## src/rtl/ata_srst_pkg.sv

```systemverilog
// Package: shared types and constants for the ATA software reset sequencer.
// Assumes register offsets and device-control values of a standard ATA channel.
package ata_srst_pkg;

    typedef enum logic [3:0] {
        ST_IDLE,
        ST_SETTLE_PRE,
        ST_POLL_PRE_RD,
        ST_POLL_PRE_CHK,
        ST_SRST_ON,
        ST_SRST_HOLD,
        ST_SRST_OFF,
        ST_SETTLE_POST,
        ST_POLL_POST_RD,
        ST_POLL_POST_CHK,
        ST_FINISH,
        ST_ABORT
    } seq_state_e;

    localparam logic [2:0] STATUS_OFS      = 3'd7;
    localparam logic [2:0] DEVCTL_OFS      = 3'd2;
    localparam logic [7:0] DEVCTL_SRST_ON  = 8'h0E;
    localparam logic [7:0] DEVCTL_SRST_OFF = 8'h0A;
    localparam int         BSY_BIT         = 7;

    function automatic int max3(input int a, input int b, input int c);
        int m;
        m = (a > b) ? a : b;
        return (m > c) ? m : c;
    endfunction

endpackage

```

## src/rtl/ata_srst_tick.sv

```systemverilog
// Module: tick prescaler. Emits one tick every TICK_DIV clocks.
// Assumes clr restarts the phase so a freshly loaded delay is exact.
module ata_srst_tick #(
    parameter int TICK_DIV = 100
) (
    input  logic clk,
    input  logic rst_n,
    input  logic clr,
    output logic tick
);

    if (TICK_DIV > 1) begin : g_div
        localparam int PW = $clog2(TICK_DIV);
        localparam logic [PW-1:0] LAST = PW'(TICK_DIV - 1);
        logic [PW-1:0] pcnt;

        // Purpose: count clocks within one tick period.
        always_ff @(posedge clk) begin
            if (!rst_n || clr)   pcnt <= '0;
            else if (pcnt == LAST) pcnt <= '0;
            else                 pcnt <= pcnt + 1'b1;
        end

        assign tick = (pcnt == LAST);

        AST_TICK_SPACED: assert property (@(posedge clk) disable iff (!rst_n)
            tick |=> !tick);
    end else begin : g_nodiv
        assign tick = 1'b1;
    end

endmodule

```

## src/rtl/ata_srst_timer.sv

```systemverilog
// Module: down-counting delay timer in ticks.
// Assumes load has priority; expired is high while the count is zero.
module ata_srst_timer #(
    parameter int TW = 8
) (
    input  logic          clk,
    input  logic          rst_n,
    input  logic          load,
    input  logic [TW-1:0] val,
    input  logic          tick,
    output logic          expired
);

    logic [TW-1:0] cnt;

    // Purpose: load a delay, then step it down once per tick to zero.
    always_ff @(posedge clk) begin
        if (!rst_n)                  cnt <= '0;
        else if (load)               cnt <= val;
        else if (tick && cnt != '0)  cnt <= cnt - 1'b1;
    end

    assign expired = (cnt == '0);

    AST_EXP_STICKY: assert property (@(posedge clk) disable iff (!rst_n)
        (expired && !load) |=> expired);

endmodule

```

## src/rtl/ata_srst_fsm.sv

```systemverilog
// Module: sequencing state machine for the software reset.
// Assumes read data arrives the cycle after bus_rd, and that the timer
// reports expiry the cycle after its loaded count reaches zero.
module ata_srst_fsm
    import ata_srst_pkg::*;
#(
    parameter int TW            = 8,
    parameter int SETTLE_TICKS  = 2000,
    parameter int HOLD_TICKS    = 5,
    parameter int TIMEOUT_TICKS = 32_000_000
) (
    input  logic          clk,
    input  logic          rst_n,
    input  logic          start,
    input  logic          busy_bit,
    input  logic          tmr_exp,
    output logic          tmr_load,
    output logic [TW-1:0] tmr_val,
    output logic          bus_rd,
    output logic          bus_wr,
    output logic          bus_ctl_blk,
    output logic [2:0]    bus_addr,
    output logic [7:0]    bus_wdata,
    output logic          done,
    output logic          err
);

    localparam logic [TW-1:0] SETTLE_V  = TW'(SETTLE_TICKS);
    localparam logic [TW-1:0] HOLD_V    = TW'(HOLD_TICKS);
    localparam logic [TW-1:0] TIMEOUT_V = TW'(TIMEOUT_TICKS);

    seq_state_e state, state_nx;

    // Purpose: hold the current sequencing step.
    always_ff @(posedge clk) begin
        if (!rst_n) state <= ST_IDLE;
        else        state <= state_nx;
    end

    // Purpose: choose the next step, the timer load and the bus access.
    always_comb begin
        state_nx    = state;
        tmr_load    = 1'b0;
        tmr_val     = SETTLE_V;
        bus_rd      = 1'b0;
        bus_wr      = 1'b0;
        bus_ctl_blk = 1'b0;
        bus_addr    = STATUS_OFS;
        bus_wdata   = DEVCTL_SRST_OFF;
        done        = 1'b0;
        err         = 1'b0;
        unique case (state)
            ST_IDLE: if (start) begin
                tmr_load = 1'b1;
                tmr_val  = SETTLE_V;
                state_nx = ST_SETTLE_PRE;
            end
            ST_SETTLE_PRE: if (tmr_exp) begin
                tmr_load = 1'b1;
                tmr_val  = TIMEOUT_V;
                state_nx = ST_POLL_PRE_RD;
            end
            ST_POLL_PRE_RD: begin
                bus_rd   = 1'b1;
                state_nx = ST_POLL_PRE_CHK;
            end
            ST_POLL_PRE_CHK: begin
                if (!busy_bit)    state_nx = ST_SRST_ON;
                else if (tmr_exp) state_nx = ST_ABORT;
                else              state_nx = ST_POLL_PRE_RD;
            end
            ST_SRST_ON: begin
                bus_wr      = 1'b1;
                bus_ctl_blk = 1'b1;
                bus_addr    = DEVCTL_OFS;
                bus_wdata   = DEVCTL_SRST_ON;
                tmr_load    = 1'b1;
                tmr_val     = HOLD_V;
                state_nx    = ST_SRST_HOLD;
            end
            ST_SRST_HOLD: if (tmr_exp) state_nx = ST_SRST_OFF;
            ST_SRST_OFF: begin
                bus_wr      = 1'b1;
                bus_ctl_blk = 1'b1;
                bus_addr    = DEVCTL_OFS;
                bus_wdata   = DEVCTL_SRST_OFF;
                tmr_load    = 1'b1;
                tmr_val     = SETTLE_V;
                state_nx    = ST_SETTLE_POST;
            end
            ST_SETTLE_POST: if (tmr_exp) begin
                tmr_load = 1'b1;
                tmr_val  = TIMEOUT_V;
                state_nx = ST_POLL_POST_RD;
            end
            ST_POLL_POST_RD: begin
                bus_rd   = 1'b1;
                state_nx = ST_POLL_POST_CHK;
            end
            ST_POLL_POST_CHK: begin
                if (!busy_bit)    state_nx = ST_FINISH;
                else if (tmr_exp) state_nx = ST_ABORT;
                else              state_nx = ST_POLL_POST_RD;
            end
            ST_FINISH: begin
                done     = 1'b1;
                state_nx = ST_IDLE;
            end
            ST_ABORT: begin
                err      = 1'b1;
                state_nx = ST_IDLE;
            end
            default: state_nx = ST_IDLE;
        endcase
    end

    AST_READ_STATUS_ONLY: assert property (@(posedge clk) disable iff (!rst_n)
        bus_rd |-> (!bus_ctl_blk && bus_addr == STATUS_OFS && !bus_wr));
    AST_WRITE_DEVCTL_ONLY: assert property (@(posedge clk) disable iff (!rst_n)
        bus_wr |-> (bus_ctl_blk && bus_addr == DEVCTL_OFS &&
                    (bus_wdata == DEVCTL_SRST_ON || bus_wdata == DEVCTL_SRST_OFF)));
    AST_RELEASE_AFTER_HOLD: assert property (@(posedge clk) disable iff (!rst_n)
        (bus_wr && bus_wdata == DEVCTL_SRST_ON) |=> (state == ST_SRST_HOLD));
    AST_DONE_PULSE: assert property (@(posedge clk) disable iff (!rst_n)
        done |=> !done);
    AST_ERR_PULSE: assert property (@(posedge clk) disable iff (!rst_n)
        err |=> !err);
    AST_END_EXCLUSIVE: assert property (@(posedge clk) disable iff (!rst_n)
        !(done && err));
    AST_NO_WRITE_AFTER_ERR: assert property (@(posedge clk) disable iff (!rst_n)
        err |=> !bus_wr);

endmodule

```

## src/rtl/ata_srst_seq.sv

```systemverilog
// Module: top of the ATA software reset sequencer.
// Assumes a register port that returns read data one cycle after bus_rd.
// Delays are in prescaler ticks of TICK_DIV clocks each.
module ata_srst_seq
    import ata_srst_pkg::*;
#(
    parameter int TICK_DIV      = 100,
    parameter int SETTLE_TICKS  = 2000,
    parameter int HOLD_TICKS    = 5,
    parameter int TIMEOUT_TICKS = 32_000_000
) (
    input  logic       clk,
    input  logic       rst_n,
    input  logic       start,
    output logic       done,
    output logic       err,
    output logic       bus_rd,
    output logic       bus_wr,
    output logic       bus_ctl_blk,
    output logic [2:0] bus_addr,
    output logic [7:0] bus_wdata,
    input  logic [7:0] bus_rdata
);

    localparam int TW = $clog2(max3(SETTLE_TICKS, HOLD_TICKS, TIMEOUT_TICKS) + 1);

    logic          tick;
    logic          tmr_load;
    logic [TW-1:0] tmr_val;
    logic          tmr_exp;
    logic          unused_status_bits;

    assign unused_status_bits = ^bus_rdata[6:0];

    ata_srst_tick #(.TICK_DIV(TICK_DIV)) u_tick (
        .clk   (clk),
        .rst_n (rst_n),
        .clr   (tmr_load),
        .tick  (tick)
    );

    ata_srst_timer #(.TW(TW)) u_timer (
        .clk     (clk),
        .rst_n   (rst_n),
        .load    (tmr_load),
        .val     (tmr_val),
        .tick    (tick),
        .expired (tmr_exp)
    );

    ata_srst_fsm #(
        .TW            (TW),
        .SETTLE_TICKS  (SETTLE_TICKS),
        .HOLD_TICKS    (HOLD_TICKS),
        .TIMEOUT_TICKS (TIMEOUT_TICKS)
    ) u_fsm (
        .clk         (clk),
        .rst_n       (rst_n),
        .start       (start),
        .busy_bit    (bus_rdata[BSY_BIT]),
        .tmr_exp     (tmr_exp),
        .tmr_load    (tmr_load),
        .tmr_val     (tmr_val),
        .bus_rd      (bus_rd),
        .bus_wr      (bus_wr),
        .bus_ctl_blk (bus_ctl_blk),
        .bus_addr    (bus_addr),
        .bus_wdata   (bus_wdata),
        .done        (done),
        .err         (err)
    );

    AST_IDLE_AFTER_RESET: assert property (@(posedge clk)
        !rst_n |=> (!done && !err && !bus_rd && !bus_wr));

endmodule

```

## config.mk

```make
export PLATFORM = sky130hd
export DESIGN_NAME = ata_srst_seq
export DESIGN_NICKNAME = d
export VERILOG_FILES = /design/src/rtl/ata_srst_pkg.sv /design/src/rtl/ata_srst_tick.sv /design/src/rtl/ata_srst_timer.sv /design/src/rtl/ata_srst_fsm.sv /design/src/rtl/ata_srst_seq.sv
export SDC_FILE = /design/constraint.sdc
export NUM_CORES = 1
export LEC_CHECK = 0
export CORE_UTILIZATION = 38
export CTS_CLUSTER_DIAMETER = 100
export CTS_CLUSTER_SIZE = 20
export DETAILED_ROUTE_END_ITERATION = 12
export DONT_BUFFER_PORTS = 1
export PLACE_DENSITY = 0.59
export SLEW_MARGIN = 10
export SYNTH_ARGS = -nofsm -noshare
export SYNTH_HDL_FRONTEND = slang
export SYNTH_SLANG_ARGS = --single-unit
```

## constraint.sdc

```tcl
create_clock -name clk -period 2.4 [get_ports clk]
set_input_delay 0.12 -clock clk [delete_from_list [all_inputs] [get_ports clk]]
set_output_delay 0.12 -clock clk [all_outputs]
set_load 0.02 [all_outputs]
```

Word-level counts from Yosys, hierarchy flattened:

Cells that the tools add are included.
W data, S select, Z words.

* bits in registers: 36
* word-level logic and storage cells: 55

* $add $sub $neg: 2
* equal/unequal tests: 16
* multiplexer cells: 22
* reductions and logical operators: 12

Operator list (number)
* $mux W25: 3
* $pmux W25 S2: 1
* $pmux W4 S10: 1
* $mux W4: 7
* $logic_not A25 Y1: 1
* $reduce_bool A25 Y1: 1
* $sub A25 B1 Y25 const B: 1
* $eq A4 B3 Y1 const B: 4
* $eq A4 B4 Y1 const B: 4
* $eq A4 B2 Y1 const B: 2
* $ne A2 B2 Y1 const B: 4
* $reduce_or A2 Y1: 4
* $add A7 B1 Y7 const B: 1
* $eq A7 B7 Y1 const B: 1
* $mux W1: 6
* $mux W3: 2
* $eq A4 B1 Y1 const B: 1
* $logic_not A4 Y1: 1
* $reduce_and A4 Y1: 1
* $pmux W1 S3: 1
* $mux W2: 1
* $reduce_bool A2 Y1: 1
* $logic_and A1 B1 Y1: 1
* $logic_not A1 Y1: 1
* $logic_or A1 B1 Y1: 1

Depth between registers and ports, before layout:

Gate-level depths: netlist (run 1).

* depth in word-level cells: 5
* gate-level depth with buffers: 8
* depth with buffers taken out: 7

Modules after synthesis:

A second synthesis (run 1) with hierarchy kept.

* cells, all modules: 310
* area total of the unflattened synthesis: 2451.1 µm²

By module, submodules not included
* ata_srst_timer: instances 1, cells an instance 180, area each 1470.2 µm², sequential area each 500.5 µm²
* ata_srst_fsm: instances 1, cells an instance 96, area each 670.6 µm², sequential area each 80.1 µm²
* ata_srst_tick: instances 1, cells an instance 34, area each 310.3 µm², sequential area each 140.1 µm²

Worst setup path after synthesis (run 1):

No wires, ideal clock.

* path type: register -> register
* start: register u_timer.cnt[12]
* end: register u_fsm.state[1]
* library setup time: 0.130 ns
* arrival: 2.024 ns
* setup slack: 0.247 ns
* stages on the path, launching flop included: 8
* period minus slack after synthesis: 2.153 ns
* cell sequence: dfxtp_1 > or4_1 > clkbuf_2 > nor4b_4 > buf_2 > nand2_1 > o21bai_1 > a2111oi_2

* longest elaborated chain between the ends: 4
* elaborated cells on any way between the ends: 8
* those cells by class: 3 x eq/ne; 3 x mux; 2 x reduce/logical

Ends and longest elaborated chain
* from (decl): line ata_srst_timer.sv:14 `logic [TW-1:0] cnt;`
* from (signal assigned): line ata_srst_timer.sv:19 `else if (load) cnt <= val;`
* from (signal assigned): line ata_srst_timer.sv:20 `else if (tick && cnt != '0) cnt <= cnt - 1'b1;`
* $logic_not A25 Y1 (*): line ata_srst_timer.sv:23 `assign expired = (cnt == '0);`
* $mux W2: line ata_srst_fsm.sv:102 `else if (tmr_exp) state_nx = ST_ABORT;`
* $mux W4: line ata_srst_fsm.sv:101 `if (!busy_bit) state_nx = ST_FINISH;`
* $pmux W4 S10: line ata_srst_fsm.sv:52 `unique case (state)`
* to (signal assigned): line ata_srst_fsm.sv:37 `else state <= state_nx;`
* to (decl): line ata_srst_fsm.sv:32 `seq_state_e state, state_nx;`

Mark *: on every way between the ends. The rest lies on a longest branch, timed or not.
A chain may end at the register's enable or synchronous reset.

Worst setup path in the final report (run 1):

* start: register u_timer.cnt[12]
* end: register u_timer.cnt[21]

* longest elaborated chain between the ends: 4
* elaborated cells on any way between the ends: 11
* those cells by class: 1 x add/sub; 6 x mux; 4 x reduce/logical

Ends and longest elaborated chain
* parallel branches: the longest is 4 deep, another holds $sub A25 B1 Y25

Several ways; the timed one is not identified. The select of a mux whose other input is x is not followed.

==> results by group, run 1 <==
Setup path
  • R2R Setup Slk: 170 ps
  • Critical path required time: 2620 ps
  • Crit-path slowest cell: or4_1
  • Reg2reg end: u_timer.cnt[21]$_SDFFE_PN0P_
  • Critical path capture point type: register
  • R2R depth: 6
  • WS Path Type: register to register
  • Critical path fanouts, max: 6
  • CP Data Arrival Time: 2460 ps
  • Worst path max stage delay: 630 ps
  • Worst Setup SP: u_timer.cnt[12]$_SDFFE_PN0P_
  • RR Startpoint: u_timer.cnt[12]$_SDFFE_PN0P_
  • Critical path capture point: u_timer.cnt[21]$_SDFFE_PN0P_
  • CP Cell Sequence: or4_1 > or3_1 > a2111oi_0 > buf_4 > nor3_1 > a211oi_1
  • Crit path launch type: register

Routing
  • Router iterations before antenna repair: 4
  • Antenna viol nets, final: 0
  • DRT iter0 DRCs: 89
  • Routed length per instance: 13.9 µm
  • Drc violations: 0
  • Total wire length: 4.89 mm
  • DR vias: 1964
  • Drt via density: 5.60

GRT
  • Met1 Usage GRT: 0.228
  • Largest net degree at the start of global routing: 13
  • Grt met3 use: 0.0333
  • Gr busiest metal: met2
  • Global-route wire length before repair: 8.58 mm
  • Vias in the first global route: 1891
  • Met2 Track Usage GR: 0.289
  • GRT Total Usage: 0.180
  • Initial antenna violation count: 0
  • Overflow after GRT: 0

Power
  • Int Pwr: 1.58 mW
  • Net Switching: 1.36 mW
  • Pwr per Cell Area: 1240 nW/µm²
  • Sequential power share: 0.281
  • Clock power share: 0.151
  • Combinational share of power: 0.569
  • Max VDD drop: 0.484 mV
  • P_leak: 0.909 nW
  • Switch share: 0.463

Finish
  • Fillers: 560
  • Final non-filler cell total: 351
  • Layout Utilization: 0.436
  • Final instance area: 2390 µm²
  • N_diodes: 0
  • Layout Nets: 291
  • Area Overhead vs Synth: 11.1%
  • Layout cell share with drive strength beyond 1: 0.147

Logic synthesis
  • Ys flop type: dfxtp_1
  • Synth Area in XOR/XNOR: 0.0693
  • Flop and latch count out of synthesis: 36
  • Unique masters post-synth: 53
  • Post-synthesis mux area share: 0.00466
  • Synth Area in Compound Gates: 0.197
  • Synth Area in Simple Gates: 0.304
  • EDFF count, synth: 0
  • Synth async-reset ratio: 0
  • Syn Area/Cell: 8.07 µm²
  • Yosys warning total: 0
  • Post-Syn Instances: 266
  • Adder-Cell Fraction of Synth Area: 0.0117
  • Synthesized area: 2150 µm²
  • Sequential share of the synthesized area: 0.336
  • Largest family of logic cells by synthesized area: simple AND/OR/NAND/NOR gates

Floorplan
  • Top-level port count: 27
  • Die Ht: 77.2 µm
  • Initial Util: 0.392
  • Placeable Area: 5470 µm²
  • Die width: 77.2 µm
  • Site Rows: 27
  • Die ar.: 5950 µm²

Timing
  • Fmax: 448 MHz
  • Total negative slack: 0 ps
  • Clk_skew: 3.21 ps
  • Minimum clock period: 2230 ps
  • Tcrit/Tclk final: 0.931
  • Final setup viols: 0
  • Worst-Margin Slew: 868 ps
  • Slew Limit Fails: 0
  • Slew HR: 0.417
  • RSZ-0062 raised after global routing: false
  • Fin. Hold Viols: 0

Clock tree
  • Clock Latency Late Sink: 300 ps
  • Root Buffer: clkbuf_8
  • Clock transition at path regs: 80 ps
  • Setup repair bufs after CTS: 0
  • CTS buffer count: 5
  • Htree depth: 2
  • CTS tree: yes
  • Maximum buffer depth of the clock tree: 2
  • CTS sink count: 36

Run
  • Max-cap violations: 0

Placement
  • IO Port Bufs: 0
  • Placed cell count: 342
  • RePlAce Congestion: 0.804
  • HPWL after detailed placement: 3.49 mm
  • Area after DPL: 2280 µm²

Worst hold path
  • Hold Crit Class: input pin to register

Status
  • Outcome: completed
[worst min-delay path by stage]
stage                             from                          end  slack [ps]  depth (start not counted)
after floorplan           bus_rdata[7]  u_fsm.state[2]$_SDFFE_PN0P_         320                          3
after global placement           rst_n  u_timer.cnt[7]$_SDFFE_PN0P_         240                          2
after detailed placement         rst_n  u_timer.cnt[7]$_SDFFE_PN0P_         240                          2
after CTS                 bus_rdata[7]  u_fsm.state[2]$_SDFFE_PN0P_          10                          3
after global routing             rst_n  u_timer.cnt[4]$_SDFFE_PN0P_          30                          2
final                     bus_rdata[7]  u_fsm.state[2]$_SDFFE_PN0P_          20                          3
[registers in the layout, summed over array words and instances (netlist names)]
signal	flops
u_fsm.state	4
u_tick.g_div.pcnt	7
u_timer.cnt	25
[stage by stage]
stage | hold slack [ps] | worst slack [ps] | total power [mW]
2_1_floorplan | 316 | 247 | 2.01
3_3_place_gp | 237 | 160 | 2.46
3_5_place_dp | 240 | 154 | 2.47
4_1_cts | 11.0 | 133 | 2.93
5_1_grt | 28.1 | 25.9 | 3.20
6_report | 21.3 | 166 | 2.95
[synth_stat cells, drive strengths merged, types with 2 or more instances]
library cell,n,area (µm²)
a2111oi,4,47.6
nor3,15,75.1
o31ai,4,35.0
nand4,3,18.8
inv,7,26.3
nor4,11,68.8
nor2b,2,12.5
xnor2,14,123
or3,6,37.5
o21a,4,30.0
buf,12,91.3
o21ai,11,55.1
nor4b,5,65.1
nand3,10,50.1
or2,3,18.8
clkbuf,11,42.5
ha,2,25.0
nand2b,5,31.3
nand2,17,63.8
and3,2,12.5
o221a,2,22.5
or4,6,45.0
conb,2,7.51
a211oi,7,52.6
a21oi,8,43.8
o31a,4,35.0
dfxtp,36,721
xor2,3,26.3
a31oi,2,12.5
nor2,33,124
and2,2,12.5
[final cells by class]
class                   count  area [µm²]  share of cell area
multi-input cells         206        1290               0.541
flip-flops and latches     36         721               0.302
repair buffers             22         171              0.0718
well taps                  72        90.1              0.0378
clock buffers               5        68.8              0.0288
inverters                   7        26.3              0.0110
clock inverters             3        18.8             0.00787
[routing by layer]
metal	share of wire	routed length, µm
met1	0.50	2460
met3	0.028	138
met4	0.021	104
met2	0.45	2190
met5	0	0
[worst max-delay path, delay by kind of cell (launching register included)]
family                 cells  cell delay (ps)
AO/OA/AOI/OAI              2              560
buffers and inverters      1              200
flip-flops                 1              360
AND/OR/NAND/NOR            3             1040
[what timing repair did]
| action | in CTS | in global routing |
|---|---|---|
| endpoints found under the hold margin | 13 | 0 |
| setup endpoints to repair | 0 | 6 |
| hold buffers | 1 | 0 |
| gates resized for setup | 0 | 2 |
[power groups by stage]
stage	registers (mW)	logic [mW]	clock network [mW]
after floorplan	0.805	1.20	0
after global placement	0.833	1.63	0
after detailed placement	0.836	1.64	0
after CTS	0.823	1.65	0.460
after global routing	0.846	1.87	0.482
final	0.828	1.68	0.444
[cells by family after synthesis]
group	count (synthesis)
AOI/OAI and AO/OA	56
muxes	1
and+or+nand+nor	122
other	2
buffers and inverters	30
DFF	36
xor gates and xnor gates	17
adders and majority gates	2
[cells in the final DEF (no fill, tap or decap), types with 2 or more instances in the layout]
cell and instances:
clkinv_2 2, nand4_1 3, nand2_1 17, inv_1 7, xnor2_1 14, nor2_1 33, a31oi_1 2, o221a_2 2
clkbuf_8 5, a211oi_1 7, nor2b_1 2, dfxtp_1 36, nand3_1 10, nor4b_1 3, o21a_1 4, nand2b_1 5
o31ai_1 3, or2_2 3, a21oi_1 7, ha_1 2, a2111oi_2 2, o21ai_0 10, nor3_1 15, conb_1 8
or4_1 6, a2111oi_0 2, nor4_1 11, or3_1 6, xor2_1 3, and2_1 2, buf_4 20, o31a_1 4
Power figures use the tool's default switching activity.
==> run 2, diff against run 1 <==
Settings changed: CORE_UTILIZATION 38 to 63, PLACE_DENSITY 0.59 to 0.86.
==> run 2 against run 1 <==
Effect of this change:
- sequential share of layout area is 0.60 points higher
- critical path depth is 1 lower
- die area is 39% lower
- highest routed layer unchanged
==> results by group, run 2 (synthesis results as in run 1) <==
Status
  • Outcome: completed

Routing
  • DRT iter0 DRCs: 221 (+150%)
  • Antenna viol nets, final: 0 (unchanged)
  • Total wire length: 4.76 mm (-2.6%)
  • Routed length per instance: 14.8 µm (+6.1%)
  • DR vias: 1992 (+1.4%)
  • Drc violations: 0 (unchanged)
  • Drt via density: 6.19 (+11%)
  • Router iterations before antenna repair: 4 (unchanged)

Floorplan
  • Placeable Area: 3150 µm² (-42%)
  • Die ar.: 3650 µm² (-39%)
  • Initial Util: 0.681 (+0.289)
  • Die width: 60.4 µm (-22%)
  • Site Rows: 20 (-26%)
  • Top-level port count: 27 (unchanged)
  • Die Ht: 60.4 µm (-22%)

Timing
  • Total negative slack: 0 ps (unchanged)
  • Minimum clock period: 2250 ps (+11.9 ps)
  • Clk_skew: 9.10 ps (+5.88 ps)
  • Slew Limit Fails: 0 (unchanged)
  • Tcrit/Tclk final: 0.936 (+0.00497)
  • RSZ-0062 raised after global routing: false
  • Worst-Margin Slew: 849 ps (-18.3 ps)
  • Slew HR: 0.429 (+0.0123)
  • Fin. Hold Viols: 0 (unchanged)
  • Final setup viols: 0 (unchanged)
  • Fmax: 445 MHz (-0.53%)

GRT
  • Largest net degree at the start of global routing: 16 (+3)
  • Overflow after GRT: 0 (unchanged)
  • Vias in the first global route: 1735 (-8.2%)
  • GRT Total Usage: 0.291 (+0.111)
  • Initial antenna violation count: 0 (unchanged)
  • Global-route wire length before repair: 7.76 mm (-9.6%)

Power
  • Max VDD drop: 0.686 mV (+42%)
  • Design Power: 2.99 mW (+1.3%)
  • P_leak: 0.896 nW (-1.4%)
  • Pwr per Cell Area: 1280 nW/µm² (+3.3%)

Run
  • Max-cap violations: 0 (unchanged)

Finish
  • N_diodes: 0 (unchanged)
  • Most common cell after layout, fill and taps aside: dfxtp_1
  • Biggest regs: u_timer.cnt (25), u_tick.g_div.pcnt (7), u_fsm.state (4)
  • Layout Nets: 290 (-0.34%)
  • Layout cell share with drive strength beyond 1: 0.144 (-0.00307)
  • Fillers: 250 (-55%)
  • Largest register by flop count: u_timer.cnt
  • Most frequent cells in the layout: dfxtp_1, nor2_1, buf_4, nand2_1, nor3_1
  • Max reg flops: 25 (unchanged)
  • Area Overhead vs Synth: 8.97%
  • Final instance area: 2340 µm² (-1.9%)

Setup path
  • R2R Setup Slk: 150 ps (about the same)
  • RR Startpoint: u_timer.cnt[5]$_SDFFE_PN0P_
  • Critical path required time: 2700 ps (+80 ps)
  • WS Path Type: register to register
  • CP Data Arrival Time: 2550 ps (+90 ps)
  • Critical path capture point type: register
  • Crit path launch type: register
  • R2R depth: 5 (-1)
  • Reg2reg end: u_timer.cnt[17]$_SDFFE_PN0P_
  • Critical path fanouts, max: 6 (unchanged)

Worst hold path
  • Hold Crit Start: rst_n
  • Worst hold path endpoint: u_timer.cnt[24]$_SDFFE_PN0P_
  • Hold Crit Class: input pin to register
  • Number of cells on the worst hold path: 2 (-1)

Placement
  • Area after DPL: 2230 µm² (-2.2%)
  • RePlAce Congestion: 0.866 (+7.6%)
  • IO Port Bufs: 0 (unchanged)
  • HPWL after detailed placement: 3.42 mm (-2.0%)

Clock tree
  • Clock Latency Late Sink: 370 ps (+70 ps)
  • Clock transition at path regs: 120 ps (+40 ps)
  • Maximum buffer depth of the clock tree: 2 (unchanged)
  • CTS sink count: 36 (unchanged)
  • CTS buffer count: 5 (unchanged)
  • CTS tree: yes
  • Setup repair bufs after CTS: 0 (unchanged)
  • Root Buffer: clkbuf_4
  • Htree depth: 2 (unchanged)
==> run 2: worst max path at each step <==
stage	start	end	slack [ps]	cells after the start
detailed placement	u_timer.cnt[0]$_SDFFE_PN0P_	u_timer.cnt[22]$_SDFFE_PN0P_	190	8
global route	u_timer.cnt[13]$_SDFFE_PN0P_	u_fsm.state[1]$_SDFFE_PN0P_	2	6
global placement	u_timer.cnt[0]$_SDFFE_PN0P_	u_timer.cnt[16]$_SDFFE_PN0P_	240	8
CTS	u_timer.cnt[0]$_SDFFE_PN0P_	u_timer.cnt[11]$_SDFFE_PN0P_	170	8
floorplan	u_timer.cnt[12]$_SDFFE_PN0P_	u_fsm.state[1]$_SDFFE_PN0P_	250	7
finish	u_timer.cnt[5]$_SDFFE_PN0P_	u_timer.cnt[17]$_SDFFE_PN0P_	150	5
==> run 2: area by class of cell <==
type,count,area [µm²],share of cell area
Sequential cell,36,721,0.308
Multi-Input combinational cell,206,1290,0.553
Inverter,7,26.3,0.0112
Clock inverter,3,42.5,0.0182
Tap cell,44,55.1,0.0235
Clock buffer,5,37.5,0.0160
Timing Repair Buffer,21,163,0.0695
==> run 2: through the flow <==
step,instances,worst slack (ps),hold WS [ps],utilization
floorplan,272,247,316,-
global placement,312,238,242,0.708
detailed placement,312,190,251,0.708
CTS,322,166,12.7,0.740
global route,322,1.72,35.6,0.742
finish,322,154,22.2,0.742
==> run 2: critical path, stage by stage, from the launching register on <==
cell and delay, ps:
dfxtp_1 350, nor3_1 540, nand4_1 360, a211o_1 390, or4_1 410, a21oi_1 140
==> run 2: timing repair <==
item / 4_1_cts / 5_1_grt
hold endpoints to repair: 16 / 0
gates resized for setup: 0 / 2
endpoints found under the setup margin: 0 / 4
hold buffers: 2 / 0
==> run 2: per-layer routing <==
layer | GRT usage | part of all wire
met1 | 0.365 | 0.46
met5 | 0 | 0
met3 | 0.0832 | 0.058
met2 | 0.476 | 0.46
met4 | 0.106 | 0.024
==> run 2: report_power, final <==
group | internal (mW) | switching, mW
combinational | 0.670 | 1.01
clock | 0.217 | 0.229
sequential | 0.713 | 0.148
total | 1.60 | 1.39
==> run 3, diff against run 2 <==
Settings changed: CORE_MARGIN set to 2.
==> run 3 against run 2 <==
Effect of this change:
- clock power is 2% lower
- sequential share of layout area is 0.18 points lower
- highest routed layer unchanged
- largest power group unchanged
- critical endpoint unchanged
- largest cell class unchanged
- routed wire length is 2.2% lower
==> results by group, run 3 (synthesis results as in run 1) <==
Status
  • Outcome: completed

Floorplan
  • Top-level port count: 27 (unchanged)
  • Die ar.: 3890 µm² (+6.7%)
  • Site Rows: 21 (+5.0%)
  • Die width: 62.4 µm (+3.3%)
  • Placeable Area: 3310 µm² (+5.0%)
  • Initial Util: 0.649 (-0.0324)
  • Die Ht: 62.4 µm (+3.3%)

Setup path
  • Worst path max stage delay: 520 ps (-20 ps)
  • CP bufs+invs: 0 (unchanged)
  • Crit-path slowest cell: nor3_1
  • Crit path launch type: register
  • CP Cell Sequence: nor3_1 > nand4_1 > a211o_1 > or4_1 > a21oi_1
  • CP Data Arrival Time: 2520 ps (-30 ps)
  • R2R depth: 5 (unchanged)
  • Critical path capture point type: register
  • CP delay by family, top: simple AND/OR/NAND/NOR gates
  • WS Path Type: register to register
  • Critical path fanouts, max: 6 (unchanged)
  • Reg2reg end: u_timer.cnt[17]$_SDFFE_PN0P_
  • Critical path capture point: u_timer.cnt[17]$_SDFFE_PN0P_
  • CP Depth: 5 (unchanged)
  • Critical path required time: 2680 ps (-20 ps)
  • RR Startpoint: u_timer.cnt[5]$_SDFFE_PN0P_
  • Worst Setup SP: u_timer.cnt[5]$_SDFFE_PN0P_
  • R2R Setup Slk: 160 ps (about the same)

Clock tree
  • Root Buffer: clkbuf_4
  • CTS sink count: 36 (unchanged)
  • Htree depth: 2 (unchanged)
  • CTS buffer count: 5 (unchanged)
  • CTS tree: yes
  • Clock Latency Late Sink: 360 ps (about the same)
  • Maximum buffer depth of the clock tree: 2 (unchanged)
  • Clock transition at path regs: 110 ps (about the same)

Timing
  • Clk_skew: 19.2 ps (+10.1 ps)
  • Fin. Hold Viols: 0 (unchanged)
  • Minimum hold slack: 18.7 ps (-3.50 ps)
  • Total negative slack: 0 ps (unchanged)
  • Slew HR: 0.402 (-0.0269)
  • Fmax: 447 MHz (+0.49%)
  • Tcrit/Tclk final: 0.931 (-0.00457)
  • Minimum clock period: 2240 ps (-11.0 ps)
  • Slew Limit Fails: 0 (unchanged)
  • Final setup viols: 0 (unchanged)
  • Worst-Margin Slew: 889 ps (+40.0 ps)

Finish
  • Layout Nets: 290 (unchanged)
  • Most frequent cells in the layout: dfxtp_1, nor2_1, buf_4, nand2_1, nor3_1
  • N_diodes: 0 (unchanged)
  • Register area: 721 µm² (unchanged)
  • Most common cell after layout, fill and taps aside: dfxtp_1
  • Fillers: 266 (+6.4%)
  • Area Overhead vs Synth: 9.62%
  • Max reg flops: 25 (unchanged)
  • Biggest regs: u_timer.cnt (25), u_tick.g_div.pcnt (7), u_fsm.state (4)
  • Layout cell share with drive strength beyond 1: 0.147 (+0.00360)
  • Multi-input gate area: 1310 µm² (+1.2%)
  • Largest register by flop count: u_timer.cnt
  • Layout Utilization: 0.711 (-0.0312)

GRT
  • Global-route wire length before repair: 8.02 mm (+3.3%)
  • Overflow after GRT: 0 (unchanged)
  • Vias in the first global route: 1814 (+4.6%)
  • Largest net degree at the start of global routing: 15 (-1)
  • Initial antenna violation count: 0 (unchanged)
  • GRT Total Usage: 0.254 (-0.0367)

Run
  • Max-cap violations: 0 (unchanged)

Routing
  • Total wire length: 4.65 mm (-2.2%)
  • Routed length per instance: 14.4 µm (-2.9%)
  • Drc violations: 0 (unchanged)
  • DRT iter0 DRCs: 245 (+11%)
  • Antenna viol nets, final: 0 (unchanged)
  • DR vias: 1977 (-0.75%)
  • Drt via density: 6.10 (-1.4%)
  • Router iterations before antenna repair: 5 (+1)

Power
  • P_leak: 0.908 nW (+1.2%)
  • Pwr per Cell Area: 1280 nW/µm² (+0.19%)
  • Design Power: 3.01 mW (+0.78%)
  • Max VDD drop: 0.557 mV (-19%)

Placement
  • IO Port Bufs: 0 (unchanged)
  • RePlAce Congestion: 0.830 (-4.1%)
  • HPWL after detailed placement: 3.28 mm (-4.1%)

Worst hold path
  • Hold Crit Class: input pin to register
run 3: cell types whose count changed in the layout (fill, tap and decap cells not counted), sizes merged:
| cell | previous run | this run |
|---|---|---|
| clkinvlp | 1 | 0 |
| clkbuf | 5 | 6 |
run 3: through the flow:
| step | setup slack (ps) | cells | area (µm²) |
|---|---|---|---|
| after CTS | 22.9 | 323 | 2320 |
| after detailed placement | 20.1 | 313 | 2230 |
| final | 165 | 324 | 2350 |
| after global routing | -22.6 | 324 | 2350 |
| after global placement | 131 | 313 | 2230 |
| after floorplan | 247 | 272 | 2170 |
run 3: repair_timing:
action,CTS,global route
buffers inserted,0,1
hold endpoints to repair,15,0
gates resized for setup,0,5
hold buffers,2,0
endpoints found under the setup margin,0,26
run 3: where the power goes:
group          internal (mW)  switching (mW)  total [mW]
clock network          0.218           0.219       0.437
logic                  0.709            1.00        1.71
registers              0.713           0.149       0.863
total                   1.64            1.37        3.01
run 3: area by class of cell:
type	count	area share
multi-input combinational	206	0.557
sequential	36	0.306
timing repair buffer	21	0.0691
tap	46	0.0245
clock buffer	6	0.0175
clock inverter	2	0.0149
inverter	7	0.0112
run 3: how the worst min path moves through the flow:
stage	startpoint	end	slack [ps]	cells past startpoint
floorplan	bus_rdata[7]	u_fsm.state[2]$_SDFFE_PN0P_	320	3
global placement	rst_n	u_timer.cnt[7]$_SDFFE_PN0P_	230	2
detailed placement	rst_n	u_timer.cnt[7]$_SDFFE_PN0P_	240	2
CTS	bus_rdata[7]	u_fsm.state[1]$_SDFFE_PN0P_	10	3
global route	bus_rdata[7]	u_fsm.state[1]$_SDFFE_PN0P_	40	3
finish	bus_rdata[7]	u_fsm.state[1]$_SDFFE_PN0P_	20	3
run 3: layer usage:
layer	part of all wire	GRT usage	vias to the layer above
met5	0	0	-
met4	0.014	0.0917	0
met2	0.46	0.414	80
met3	0.065	0.0631	11
met1	0.46	0.329	901
li1	-	-	985
run 3: worst register-to-register path, cell delays in order (launching register included):
cell and delay, ps:
dfxtp_1 360, nor3_1 520, nand4_1 340, a211o_1 380
or4_1 420, a21oi_1 150
